[src/rtl/dsk_irq_pkg.sv]
// Shared constants for the disk interrupt status unit.
// Assumes two interrupt causes and a 32-bit register data path.
package dsk_irq_pkg;
    localparam int N_SRC      = 2;
    localparam int SRC_DEV    = 0;
    localparam int SRC_MEM    = 1;
    localparam int SEL_W      = 3;
    localparam logic [SEL_W-1:0] IDX_ADDR_LO = 3'd0;
    localparam logic [SEL_W-1:0] IDX_ADDR_HI = 3'd1;
    localparam logic [SEL_W-1:0] IDX_PEND    = 3'd3;
    localparam logic [SEL_W-1:0] IDX_EN_SET  = 3'd5;
    localparam logic [SEL_W-1:0] IDX_EN_CLR  = 3'd7;
    localparam logic [7:0] STAT_READY_MASK = 8'h51;
    localparam int STAT_BUSY_BIT = 7;
    typedef logic [N_SRC-1:0] src_vec_t;
endpackage

[src/rtl/dsk_irq_flag.sv]
// One sticky flag bit: set_i forces it to 1, clr_i forces it to 0, and
// set wins over clear. Assumes a synchronous active-low reset.
module dsk_irq_flag (
    input  logic clk,
    input  logic rst_n,
    input  logic set_i,
    input  logic clr_i,
    output logic q_o
);
    // Hold, set or clear the flag; a set beats a clear in the same cycle.
    always_ff @(posedge clk) begin
        if (!rst_n)
            q_o <= 1'b0;
        else if (set_i)
            q_o <= 1'b1;
        else if (clr_i)
            q_o <= 1'b0;
    end
endmodule

[src/rtl/dsk_irq_errcap.sv]
// Error address holder: latches addr_i when capture_i is high and keeps it
// otherwise. The caller decides when a capture is a first occurrence.
module dsk_irq_errcap #(
    parameter int ADDR_W = 64
) (
    input  logic              clk,
    input  logic              rst_n,
    input  logic              capture_i,
    input  logic [ADDR_W-1:0] addr_i,
    output logic [ADDR_W-1:0] addr_o
);
    // Load the address on a capture and hold it otherwise.
    always_ff @(posedge clk) begin
        if (!rst_n)
            addr_o <= '0;
        else if (capture_i)
            addr_o <= addr_i;
    end
endmodule

[src/rtl/dsk_irq_regread.sv]
// Read multiplexer: returns the captured address halves, the pending word
// or the enable word for the selected index, and zero for any other index.
module dsk_irq_regread
    import dsk_irq_pkg::*;
#(
    parameter int DATA_W = 32
) (
    input  logic [SEL_W-1:0]    sel_i,
    input  src_vec_t            pend_i,
    input  src_vec_t            en_i,
    input  logic [2*DATA_W-1:0] addr_i,
    output logic [DATA_W-1:0]   rdata_o
);
    // Select the word that belongs to the requested index.
    always_comb begin
        rdata_o = '0;
        case (sel_i)
            IDX_ADDR_LO: rdata_o = addr_i[DATA_W-1:0];
            IDX_ADDR_HI: rdata_o = addr_i[2*DATA_W-1:DATA_W];
            IDX_PEND:    rdata_o[N_SRC-1:0] = pend_i;
            IDX_EN_SET,
            IDX_EN_CLR:  rdata_o[N_SRC-1:0] = en_i;
            default:     rdata_o = '0;
        endcase
    end
endmodule

[src/rtl/dsk_irq_unit.sv]
// Interrupt status unit for a single-channel disk interface.
// Latches a device interrupt and a memory error into a pending word, gates
// them with an enable word onto irq_o, holds the first error address, and
// drops pending causes on a write-one-to-clear or on a not-busy status read.
// Assumes the event inputs are synchronous to clk.
module dsk_irq_unit
    import dsk_irq_pkg::*;
#(
    parameter int DATA_W = 32
) (
    input  logic                clk,
    input  logic                rst_n,
    input  logic                dev_irq_i,
    input  logic                mem_err_i,
    input  logic [2*DATA_W-1:0] mem_err_addr_i,
    input  logic                dev_stat_rd_i,
    input  logic [7:0]          dev_stat_i,
    input  logic [SEL_W-1:0]    reg_sel_i,
    input  logic                reg_wr_i,
    input  logic [DATA_W-1:0]   reg_wdata_i,
    output logic [DATA_W-1:0]   reg_rdata_o,
    output logic                irq_o
);
    localparam int ADDR_W = 2 * DATA_W;

    src_vec_t          evt;
    src_vec_t          pend_q;
    src_vec_t          en_q;
    src_vec_t          pend_clr;
    src_vec_t          en_set;
    src_vec_t          en_clr;
    logic              auto_ack;
    logic              err_capture;
    logic [ADDR_W-1:0] err_addr_q;

    // Gather the event sources in pending-bit order.
    always_comb begin
        evt          = '0;
        evt[SRC_DEV] = dev_irq_i;
        evt[SRC_MEM] = mem_err_i;
    end

    // A status read that shows a ready drive acknowledges every cause.
    always_comb begin
        auto_ack = dev_stat_rd_i
                 && ((dev_stat_i & STAT_READY_MASK) != 8'h00)
                 && !dev_stat_i[STAT_BUSY_BIT];
    end

    // Decode register writes into per-bit clear and enable controls.
    always_comb begin
        pend_clr = {N_SRC{auto_ack}};
        en_set   = '0;
        en_clr   = '0;
        if (reg_wr_i) begin
            case (reg_sel_i)
                IDX_PEND:   pend_clr = pend_clr | reg_wdata_i[N_SRC-1:0];
                IDX_EN_SET: en_set   = reg_wdata_i[N_SRC-1:0];
                IDX_EN_CLR: en_clr   = reg_wdata_i[N_SRC-1:0];
                default:    ;
            endcase
        end
    end

    // One pending flag and one enable flag per source.
    for (genvar g = 0; g < N_SRC; g++) begin : g_src
        dsk_irq_flag u_pend (
            .clk   (clk),
            .rst_n (rst_n),
            .set_i (evt[g]),
            .clr_i (pend_clr[g]),
            .q_o   (pend_q[g])
        );
        dsk_irq_flag u_en (
            .clk   (clk),
            .rst_n (rst_n),
            .set_i (en_set[g]),
            .clr_i (en_clr[g]),
            .q_o   (en_q[g])
        );
    end

    // Capture the error address only when the error bit is currently clear.
    always_comb begin
        err_capture = mem_err_i && !pend_q[SRC_MEM];
    end

    dsk_irq_errcap #(.ADDR_W(ADDR_W)) u_errcap (
        .clk       (clk),
        .rst_n     (rst_n),
        .capture_i (err_capture),
        .addr_i    (mem_err_addr_i),
        .addr_o    (err_addr_q)
    );

    dsk_irq_regread #(.DATA_W(DATA_W)) u_rd (
        .sel_i   (reg_sel_i),
        .pend_i  (pend_q),
        .en_i    (en_q),
        .addr_i  (err_addr_q),
        .rdata_o (reg_rdata_o)
    );

    // Raise the line when any enabled cause is pending.
    always_comb begin
        irq_o = |(pend_q & en_q);
    end
endmodule

[config.mk]
export PLATFORM = sky130hd
export DESIGN_NAME = dsk_irq_unit
export DESIGN_NICKNAME = d
export VERILOG_FILES = /design/src/rtl/dsk_irq_pkg.sv /design/src/rtl/dsk_irq_flag.sv /design/src/rtl/dsk_irq_errcap.sv /design/src/rtl/dsk_irq_regread.sv /design/src/rtl/dsk_irq_unit.sv
export SDC_FILE = /design/constraint.sdc
export NUM_CORES = 1
export LEC_CHECK = 0
export ABC_AREA = 1
export BUFFER_PORTS_ARGS = -buffer_cell sky130_fd_sc_hd__buf_2
export CAP_MARGIN = 20
export CORE_UTILIZATION = 45
export CTS_BUF_LIST = sky130_fd_sc_hd__clkbuf_2 sky130_fd_sc_hd__clkbuf_4 sky130_fd_sc_hd__clkbuf_8
export CTS_CLUSTER_SIZE = 8
export DETAILED_ROUTE_END_ITERATION = 10
export PLACE_DENSITY = 0.87
export SLEW_MARGIN = 30
export SYNTH_ARGS = -nofsm -noshare
export SYNTH_HDL_FRONTEND = slang
export SYNTH_HIERARCHICAL = 1
export SYNTH_SLANG_ARGS = --single-unit
[constraint.sdc]
create_clock -name clk -period 0.99 [get_ports clk]
set_clock_uncertainty 0.05 [all_clocks]
set_input_delay 0.0495 -clock clk [delete_from_list [all_inputs] [get_ports clk]]
set_output_delay 0.0495 -clock clk [all_outputs]
set_load 0.005 [all_outputs]
* Word-level counts from Yosys, hierarchy flattened
Index checks and enable logic that the tools add are counted.
** Word-level totals
- Flip-flop bits (word level) :: 68
- Input port bits :: 113
- Output and inout bits :: 33
- Logic and storage cells :: 40
** Operators by class
- Eq/ne operators :: 4
- Muxes and demuxes :: 16
- Bitwise operators :: 2
- Reductions and logical operators :: 13
** Operators by type and width (count)
- one-hot mux 30 bit (2 select lines) :: 1
- 2-to-1 mux 2 bit :: 6
- 2-to-1 mux 1 bit :: 8
- one-hot mux 2 bit (4 select lines) :: 1
- nonzero test 2 bit :: 4
- nonzero test 8 bit :: 1
- == test 3 bit, second input constant :: 2
- OR reduction 2 bit :: 2
- == test 3 x 1 -> 1 bit, second input constant :: 1
- == test 3 x 2 -> 1 bit, second input constant :: 1
- logical AND 1 bit :: 3
- logical NOT 3 bit :: 1
- bitwise AND 2 bit :: 1
- logical NOT 1 bit :: 2
- bitwise OR 2 bit :: 1

* Longest topological paths before layout
Gate-level depths: netlist (run 1).
- Word-level depth :: 8
- Mapped depth :: 7
- Mapped depth without buffers :: 7

* Modules after synthesis
The synthesis (run 1) kept the hierarchy.
** By module, submodules not included
- dsk_irq_errcap :: times used 1, cells an instance 405, area an instance 2670.1 um2, sequential area each 1281.2 um2
- dsk_irq_regread :: times used 1, cells an instance 121, area an instance 528.0 um2, sequential area each 0.0 um2
- dsk_irq_flag :: times used 4, cells an instance 6, area an instance 43.8 um2, sequential area each 20.0 um2
- dsk_irq_unit :: times used 1, cells an instance 27, area an instance 108.9 um2, sequential area each 0.0 um2

* Worst setup path after synthesis (run 1)
No wires, ideal clock.
- Path type :: reg2reg
- From :: reg g_src[1].u_pend.q_o
- To :: reg u_errcap.addr_o[26]
- Setup time :: 0.113 ns
- Arrival :: 0.919 ns
- Data required time :: 0.827 ns
- Path slack :: -0.092 ns
- Stages on the path, launching flop included :: 7
- Path buffers :: 2
- Clock period less this slack :: 1.082 ns
- Path through :: dfxtp_1 > nor2_1 > buf_6 > buf_4 > nand2_1 > nand2_1 > nor2_1
** On the way
- Cells in the longest elaborated chain, start to end :: 2
** Ends and longest elaborated chain
- start: declaration :: RTL line dsk_irq_flag.sv:8 : output logic q_o
- start signal: assignment :: RTL line dsk_irq_flag.sv:13 : q_o <= 1'b0;
- start signal: assignment :: RTL line dsk_irq_flag.sv:15 : q_o <= 1'b1;
- start signal: assignment :: RTL line dsk_irq_flag.sv:17 : q_o <= 1'b0;
- logical NOT 1 bit :: RTL line dsk_irq_unit.sv:85 : err_capture = mem_err_i && !pend_q[SRC_MEM];
- logical AND 1 bit :: RTL line dsk_irq_unit.sv:85
- named net err_capture :: RTL line dsk_irq_unit.sv:33 : logic err_capture;
- end signal: assignment :: RTL line dsk_irq_errcap.sv:17 : addr_o <= addr_i;
- end: declaration :: RTL line dsk_irq_errcap.sv:10 : output logic [ADDR_W-1:0] addr_o
The timed path passes the listed nets, and every way through them passes these cells.
A chain may end at the register's enable or synchronous reset.

* Worst setup path in the final report (run 1)
- From :: reg g_src[1].u_pend.q_o
- To :: reg u_errcap.addr_o[56]
The elaborated chain is that of the path after synthesis.

==> metrics.md, run 1 <==
| Metric | Value |
|---|---|
| Critical path's slowest cell | `dfxtp_2` |
| DR pass1 iterations | `5` |
| CTS sink count | `68` |
| Hold path depth | `4` |
| Max Fanout on Critical Path | `14` |
| Final hold vios | `0` |
| Initial core utilization | `0.472` |
| Hold Path End | `u_errcap/addr_o[4]` |
| Synth Instances | `between 500 and 600` |
| Cell taking the most area after synthesis | `dfxtp_1` |
| Total Power | `0.00753 W` |
| Die Width | `90.0 µm` |
| Flop-to-flop setup slack | `-0.29 ns` |
| Max-cap check violation count | `0` |
| Final Non-Filler Cells | `~880` |
| Later-pin clock latency in the skew report | `~0.32 ns` |
| Vias in the first global route | `4268` |
| Worst setup path class | `flop to flop` |
| Post-Syn Area per Cell | `6.03 µm²` |
| Routed Antenna Nets | `0` |
| Most used cell, CP | `nor2_1` |
| Hold Crit Class | `primary input to flop` |
| Highest cell delay on the worst timing path | `about 0.33 ns` |
| Synth Net Count | `690` |
| Nets | `approximately 890` |
| Root Driver | `clkbuf_8` |
| Setup TNS | `-15.27 ns` |
| DP Worst Slack | `-0.110 ns` |
| Setup WS post-layout | `-0.290 ns` |
| Power Dens Cells | `1300 nW/µm²` |
| Via density per instance | `4.93` |
| Yosys reg bits | `just under 70` |
| Post-Route WL | `around 13 mm` |
| Worst slew pin tran | `around 0.22 ns` |
| Critical path required time | `1.18 ns` |
| M1 GR Usage | `0.281` |
| Ys async rst share | `0` |
| Filler cell count | `approximately 500` |
| Drt wl/cell | `14.3 µm` |
| Gr busiest metal | `met2` |
| Register Area | `1410 µm²` |
| Main synth FF type | `dfxtp_1` |
| Placed Cells | `around 770` |
| Period minus WS final | `1.28 ns` |
| H-tree levels | `3` |
| DRT iter0 DRCs | `223` |
| Core footprint | `about 7400 µm²` |
| GR Overflow Total | `0` |
| # DRC | `0` |
| Die area | `between 8000 and 9000 µm²` |
| Outcome | `finished, violations left` |
| Synth cell types | `16` |
| Die height | `90.0 µm` |
| Synthesis-to-finish area growth | `66.5%` |
| Fmax | `between 700 and 800 MHz` |
| Lkg Pwr | `around 3.1 nW` |
| I/O Pins | `146` |
| Layout cells sized above 1 | `0.368` |
| Total number of vias | `4325` |
| Post-synth EDFFs | `0` |
| Largest net degree at the start of global routing | `40` |
| Clock transition at path regs | `0.07 ns` |
| Slew margin rel. | `0.852` |
| Crit share post-route | `1.29` |
| Critical path launch point type | `flop` |
| Crit-path cells | `buf_4 > nor2_4 > buf_12 > buf_16 > nor2_1 > nor2_1` |
| PortBufs | `111` |
| R2R Path Start | `g_src[1].u_pend/q_o` |
| Area occupied by multi-input gates | `1830 µm²` |
| Post-DP HPWL | `5.74 mm` |
| Routability cong. | `0.813` |
| Met3 Track Usage GR | `0.0508` |
| Peak supply drop | `0.000993 V` |
| Initial antenna violation count | `0` |
| GRT Overall Usage | `0.286` |
| Setup violators final | `95` |
| Worst Path Arrival | `1.47 ns` |
| CTS tree | `built` |
| Failing checks | `negative setup slack` |
| Reg-to-Reg End | `u_errcap/addr_o[56]` |
| Area of the mapped netlist | `3480 µm²` |
| Synth warn | `6` |
| First-pass GRT wire length | `18.7 mm` |
| Synth top area cells | `dfxtp_1 (39%), nand2_1 (23%), nor2_1 (15%)` |
| Row cnt | `31` |
| Endpoint class of the critical path | `flop` |
| Top cell type's share of synthesized area | `0.391` |
| Global Route met2 Usage | `0.568` |
| TritonCTS buffer count | `9` |
| Sequential area share after synthesis | `0.391` |
| Clk buf depth | `2` |
| Slew Viols, Final | `0` |
| Hold Path Origin | `rst_n` |
| Unrepaired setup endpoints after global routing | `yes` |
| Worst reg2reg path depth | `6` |
-- where the power goes --
group	internal [W]	switching [W]
Sequential	0.00298	0.000139
Combinational	0.000845	0.000817
Clock	0.00172	0.00103
Total	0.00554	0.00199
-- worst max-delay path by stage --
stage          cells past startpoint                  end           startpoint
5_1_grt                            6  u_errcap/addr_o[56]  g_src[1].u_pend/q_o
3_5_place_dp                       5  u_errcap/addr_o[46]  g_src[1].u_pend/q_o
4_1_cts                            6       reg_rdata_o[1]  g_src[1].u_pend/q_o
3_3_place_gp                       5  u_errcap/addr_o[53]  g_src[1].u_pend/q_o
6_report                           6  u_errcap/addr_o[56]  g_src[1].u_pend/q_o
2_1_floorplan                      6  u_errcap/addr_o[56]  g_src[1].u_pend/q_o
-- sequential cells by signal, indices dropped and copies added, names as in the netlist --
name,flops
g_src.u_en/q_o,2
u_errcap/addr_o,64
g_src.u_pend/q_o,2
-- synthesized netlist by cell type, types with 2 or more instances --
cell / number
a21oi_2: 4
buf_2: 9
buf_4: 6
buf_6: 12
clkbuf_1: 3
dfxtp_1: 68
inv_1: 85
nand2_1: 210
nand3_1: 37
nand4_1: 2
nor2_1: 135
nor2_2: 2
-- repair_timing --
item                       in CTS  in global routing
gates resized for setup        85                 63
hold endpoints to repair       66                  0
buffers inserted               10                  2
hold buffers                   66                  0
setup endpoints to repair      97                 97
pin swaps                      40                 16
cloned                          7                  5
-- logic make-up after synthesis --
kind of cell | after synthesis | synth area share
AOI/OAI and AO/OA | 4 | 0.0101
buffers and inverters | 117 | 0.162
DFF | 68 | 0.391
and+or+nand+nor | 388 | 0.437
-- cells in the final DEF, fill, tap and decap left out, drive strengths merged --
cell / count
bufinv: 3
dlygate4sd3: 66
a21oi: 4
nand2: 210
clkbuf: 15
nor3: 1
nand3: 37
nor2: 137
buf: 144
nand4: 2
nand3b: 1
dfxtp: 68
inv: 87
clkinv: 2
diode: 1
-- metal layers --
| metal | part of all wire | vias to the layer above |
|---|---|---|
| met5 | 0 | - |
| met4 | 0.044 | 0 |
| met3 | 0.068 | 54 |
| met2 | 0.54 | 234 |
| met1 | 0.35 | 1969 |
| li1 | - | 2068 |
-- final cells by class --
class,instances,share of cell area
timing repair buffer,215,0.321
multi-input combinational,392,0.316
sequential,68,0.244
inverter,87,0.0568
clock buffer,10,0.0237
tap,99,0.0214
clock inverter,5,0.0173
antenna,1,0.000432
-- worst max-delay path: cells and delay by family (launching register included) --
family / cells / cell delay, ns
buf+inv: 3 / 0.46
simple gates: 3 / 0.35
flops: 1 / 0.33
-- stage by stage --
stage / utilization / hold slack, ns / cell area [µm²]
final: 0.787 / 0.121 / 5800
after global routing: 0.786 / 0.120 / 5790
after CTS: 0.745 / 0.0890 / 5490
after detailed placement: 0.558 / 0.262 / 4120
after global placement: 0.558 / 0.256 / 4120
after floorplan: - / 0.114 / 3490
Power figures use the tool's default switching activity.
==> run 2: changes to the inputs <==
- PLACE_DENSITY: 0.87 -> 0.89
==> metrics.md, run 2 (synthesis gave the netlist of run 1 again) <==
| Metric | Value |
|---|---|
| Outcome | `finished, violations left` |
| Failing checks | `negative setup slack` |
| CP Depth | `6` |
| CP top delay family | `simple AND/OR/NAND/NOR gates` |
| PortBufs | `111` |
| Clk buf depth | `2` |
| Post-DP HPWL | `5.65 mm` |
| Row cnt | `31` |
| Fmax | `roughly 760 MHz` |
| Largest net degree at the start of global routing | `36` |
| Initial core utilization | `0.472` |
| Critical path's slowest cell | `dfxtp_2` |
| Highest cell delay on the worst timing path | `0.34 ns` |
| Total number of vias | `around 5000` |
| Period minus WS final | `1.32 ns` |
| I/O Pins | `146` |
| Die Width | `roughly 90 µm` |
| GRT Overall Usage | `0.339` |
| DRT iter0 DRCs | `373` |
| Final hold vios | `0` |
| Logic pwr share | `0.309` |
| Crit-path cells | `nor2_4 > buf_12 > buf_16 > nand2_2 > nand2_2 > nor2_1` |
| Root Driver | `clkbuf_8` |
| Area of placed instances | `4120 µm²` |
| Hold Crit Class | `primary input to flop` |
| Die area | `between 8000 and 9000 µm²` |
| Setup WS post-layout | `-0.331 ns` |
| Sequential power share | `0.412` |
| Clock Power Share | `0.279` |
| DR pass1 iterations | `8` |
| CTS sink count | `68` |
| Commonest non-fill, non-tap cell in the layout | `nand2_1` |
| Lkg Pwr | `3.47 nW` |
| Max reg flops | `between 60 and 70` |
| GR Overflow Total | `0` |
| Endpoint class of the critical path | `flop` |
| DP Worst Slack | `-0.140 ns` |
| Hold_ws | `0.00824 ns` |
| Biggest regs | `u_errcap/addr_o (64), g_src.u_en/q_o (2), g_src.u_pend/q_o (2)` |
| Sw Ratio | `0.332` |
| Slew Viols, Final | `0` |
| Max-cap check violation count | `0` |
| Layout cells sized above 1 | `0.540` |
| Synthesis-to-finish area growth | `90.5%` |
| Worst setup path class | `flop to flop` |
| Initial antenna violation count | `1` |
| Routed Antenna Nets | `0` |
| Later-pin clock latency in the skew report | `0.36 ns` |
| Via density per instance | `5.47` |
| Drt wl/cell | `19.0 µm` |
| Critical path launch point type | `flop` |
| Internal power | `0.00515 W` |
| Slew margin rel. | `0.792` |
| Post-route core utilization | `0.900` |
| First-pass GRT wire length | `approximately 21 mm` |
| Core footprint | `7370 µm²` |
| Filler cell count | `298` |
| Peak supply drop | `roughly 0.00077 V` |
| CP Buf/Inv Count | `2` |
| Largest register by flop count | `u_errcap/addr_o` |
| Setup violators final | `97` |
| Power Dens Cells | `roughly 1200 nW/µm²` |
| Commonest cells after routing, fill and taps aside | `nand2_1 (123), buf_2 (106), inv_1 (85), nor2_1 (76), nand2_2 (69)` |
| Most used cell, CP | `nand2_2` |
| Area occupied by multi-input gates | `2380 µm²` |
| Unrepaired setup endpoints after global routing | `yes` |
| Max Fanout on Critical Path | `8` |
| Worst Path Arrival | `1.52 ns` |
| H-tree levels | `3` |
| Nets | `919` |
| Vias in the first global route | `4670` |
| Worst reg2reg path depth | `6` |
| Die height | `about 90 µm` |
| Worst slew pin tran | `0.312 ns` |
| Register Area | `1430 µm²` |
| Routability cong. | `approximately 0.82` |
| Hold path depth | `5` |
| # DRC | `0` |
| Post-Route WL | `about 17 mm` |
| Clock transition at path regs | `0.08 ns` |
| Critical path required time | `1.19 ns` |
| Design Area, Final | `6630 µm²` |
| Crit share post-route | `1.33` |
| Sw power | `0.00255 W` |
| CTS tree | `built` |
| TritonCTS buffer count | `9` |
## run 2: layer usage
metal	wire [µm]	up-vias	track usage
met5	0	-	0
met2	8780	431	0.639
met4	1450	0	0.253
met1	5670	2250	0.324
met3	1440	160	0.0643
li1	-	2139	-
## run 2: timing repair
item                                   in CTS  in global routing
gates resized for setup                   156                178
setup endpoints to repair                  97                 97
hold buffers                               66                  0
gates cloned                               15                  4
setup buffers                              28                 19
pin swaps                                  78                 85
endpoints found under the hold margin      65                  0
## run 2: final timing paths
kind | start | end | slack [ns]
worst max-delay path | g_src[1].u_pend/q_o | u_errcap/addr_o[23] | -0.33
worst min-delay path | mem_err_addr_i[50] | u_errcap/addr_o[50] | 0.008
worst max register to register | g_src[1].u_pend/q_o | u_errcap/addr_o[23] | -0.33
worst min register to register | u_errcap/addr_o[0] | u_errcap/addr_o[0] | 0.43
## run 2: through the flow
step | instances | setup TNS (ns) | total power (W)
6_report | 911 | -17.23 | 0.00770
5_1_grt | 911 | -21.17 | 0.00793
4_1_cts | 896 | -12.66 | 0.00698
3_5_place_dp | 772 | -6.96 | 0.00413
3_3_place_gp | 772 | -4.64 | 0.00409
2_1_floorplan | 577 | -0.173 | 0.00379
## run 2: final cells by class
type,count,share of cell area
inverter,87,0.0492
timing repair buffer,248,0.331
multi-input combinational,392,0.359
tap,99,0.0187
clock buffer,11,0.0219
antenna,1,0.000377
clock inverter,5,0.00415
sequential,68,0.216
## run 2: power by group through the flow
stage               logic (W)  registers [W]  clock network (W)
finish                0.00238        0.00317            0.00215
global route          0.00251        0.00319            0.00224
CTS                   0.00183        0.00310            0.00204
detailed placement    0.00101        0.00312                  0
global placement     0.000979        0.00311                  0
floorplan            0.000696        0.00309                  0
## run 2: worst register-to-register path: cells and delay by family, from the launching register on
kind | cells | cell delay (ns)
DFF | 1 | 0.34
buffers and inverters | 2 | 0.35
and+or+nand+nor | 4 | 0.46
==> run 3: changes to the inputs <==
- CELL_PAD_IN_SITES_DETAIL_PLACEMENT: default -> 1
- CELL_PAD_IN_SITES_GLOBAL_PLACEMENT: default -> 2
- CORE_UTILIZATION: 45 -> 22
- CTS_CLUSTER_SIZE: 8 -> 28
==> metrics.md, run 3 (synthesis gave the netlist of run 1 again) <==
| Metric | Value |
|---|---|
| Nets | `890` |
| Ant. Diodes | `0` |
| Crit share post-route | `1.32` |
| Routability cong. | `0.709` |
| Via density per instance | `4.08` |
| Die area | `about 16000 µm²` |
| Slew margin rel. | `0.857` |
| Root Driver | `clkbuf_8` |
| Design Area, Final | `6130 µm²` |
| Clock transition at path regs | `0.08 ns` |
| Sw Ratio | `0.255` |
| Fmax | `768 MHz` |
| Worst Path Arrival | `1.51 ns` |
| Sw power | `0.00209 W` |
| Worst setup path start | `g_src[1].u_pend/q_o` |
| DR pass1 iterations | `4` |
| Sequential power share | `0.378` |
| Critical path required time | `1.19 ns` |
| Layout cells sized above 1 | `0.409` |
| Setup WS post-layout | `-0.312 ns` |
| I/O Pins | `~150` |
| Initial antenna violation count | `0` |
| Drt wl/cell | `13.1 µm` |
| Total number of vias | `4051` |
| PortBufs | `111` |
| Power Dens Cells | `1340 nW/µm²` |
| Routed Antenna Nets | `0` |
| Slew Viols, Final | `0` |
| Lkg Pwr | `3.22 nW` |
| Commonest non-fill, non-tap cell in the layout | `nand2_1` |
| Post-Route WL | `13.0 mm` |
| Largest net degree at the start of global routing | `41` |
| Max Fanout on Critical Path | `6` |
| Commonest cells after routing, fill and taps aside | `nand2_1 (151), nor2_1 (129), buf_2 (108), inv_1 (85), dlygate4sd3_1 (66)` |
| Initial core utilization | `0.227` |
| Hold Path Origin | `reg_wdata_i[0]` |
| Endpoint class of the critical path | `flop` |
| R2R Path Start | `g_src[1].u_pend/q_o` |
| Max reg flops | `64` |
| Outcome | `finished, violations left` |
| Synthesis-to-finish area growth | `76.0%` |
| DRT iter0 DRCs | `120` |
| Die Width | `approximately 130 µm` |
| H-tree levels | `3` |
| DP Worst Slack | `-0.169 ns` |
| Vias in the first global route | `about 4100` |
| Hold Crit Class | `primary input to flop` |
| GR Overflow Total | `0` |
| Biggest regs | `u_errcap/addr_o (64), g_src.u_en/q_o (2), g_src.u_pend/q_o (2)` |
| Area of placed instances | `about 4300 µm²` |
| Max-cap check violation count | `0` |
| Period minus WS final | `1.30 ns` |
| CTS tree | `built` |
| CTS sink count | `68` |
| Internal power | `0.00613 W` |
| Critical path launch point type | `flop` |
| Die height | `128 µm` |
| Later-pin clock latency in the skew report | `roughly 0.36 ns` |
| Worst setup path class | `flop to flop` |
| Unrepaired setup endpoints after global routing | `yes` |
| Worst slew pin tran | `0.215 ns` |
| # DRC | `0` |
| Setup violators final | `97` |
| Row cnt | `45` |
| TritonCTS buffer count | `9` |
| GRT Overall Usage | `0.152` |
| Largest register by flop count | `u_errcap/addr_o` |
| Peak supply drop | `between 0.0006 and 0.0007 V` |
| Post-DP HPWL | `6.91 mm` |
| Logic pwr share | `0.209` |
| Failing checks | `negative setup slack` |
| Core footprint | `between 15000 and 20000 µm²` |
| Final hold vios | `0` |
| First-pass GRT wire length | `between 15 and 20 mm` |
| Clock Power Share | `0.413` |
| Clk buf depth | `2` |
==> run 3: power by group through the flow <==
stage / Clock [W] / Combinational (W) / Sequential (W)
floorplan: 0 / 0.000696 / 0.00309
global placement: 0 / 0.00108 / 0.00311
detailed placement: 0 / 0.00110 / 0.00312
CTS: 0.00350 / 0.00151 / 0.00309
global route: 0.00358 / 0.00189 / 0.00313
finish: 0.00339 / 0.00172 / 0.00311
==> run 3: metrics by stage <==
| stage | hold slack, ns | setup TNS (ns) | total power, W | cells | utilization |
|---|---|---|---|---|---|
| 2_1_floorplan | 0.114 | -0.173 | 0.00379 | 577 | - |
| 3_3_place_gp | 0.253 | -6.72 | 0.00420 | 890 | 0.284 |
| 3_5_place_dp | 0.253 | -8.03 | 0.00422 | 890 | 0.284 |
| 4_1_cts | 0.0114 | -20.44 | 0.00810 | 985 | 0.374 |
| 5_1_grt | 0.0583 | -25.76 | 0.00861 | 993 | 0.400 |
| 6_report | 0.0370 | -18.72 | 0.00822 | 993 | 0.400 |
==> run 3: area by class of cell <==
class,instances,area (µm²)
Fill cell,1933,9190
Multi-Input combinational cell,392,1930
Timing Repair Buffer,219,1890
Sequential cell,68,1420
Inverter,87,328
Tap cell,211,264
Clock inverter,6,159
Clock buffer,10,138
==> run 3: worst paths after layout <==
path / to / slack [ns] / cells past startpoint
worst max-delay path: u_errcap/addr_o[11] / -0.31 / 8
worst max register to register: u_errcap/addr_o[11] / -0.31 / 8
worst min register to register: u_errcap/addr_o[55] / 0.42 / 2
worst min-delay path: g_src[0].u_en/q_o / 0.04 / 5
==> run 3: metal layers <==
metal / up-vias / GRT usage / share of wire
li1: 2083 / - / -
met1: 1872 / 0.160 / 0.42
met2: 77 / 0.295 / 0.53
met3: 19 / 0.0301 / 0.033
met4: 0 / 0.0554 / 0.016
met5: - / 0 / 0
==> run 3: critical path: stages, from the launching register on <==
cell and delay (ns):
dfxtp_2 0.34, buf_6 0.11, nor2_4 0.12, buf_12 0.14, buf_12 0.13, buf_16 0.14
nand2_2 0.05, nand2_1 0.07, nor2_1 0.04
==> run 3: timing repair <==
| item | CTS | global route |
|---|---|---|
| endpoints found under the setup margin | 97 | 97 |
| gates cloned | 5 | 7 |
| pin swaps | 40 | 15 |
| resized for setup | 83 | 85 |
| endpoints found under the hold margin | 66 | 0 |
| setup buffers | 9 | 4 |
| hold buffers | 66 | 0 |
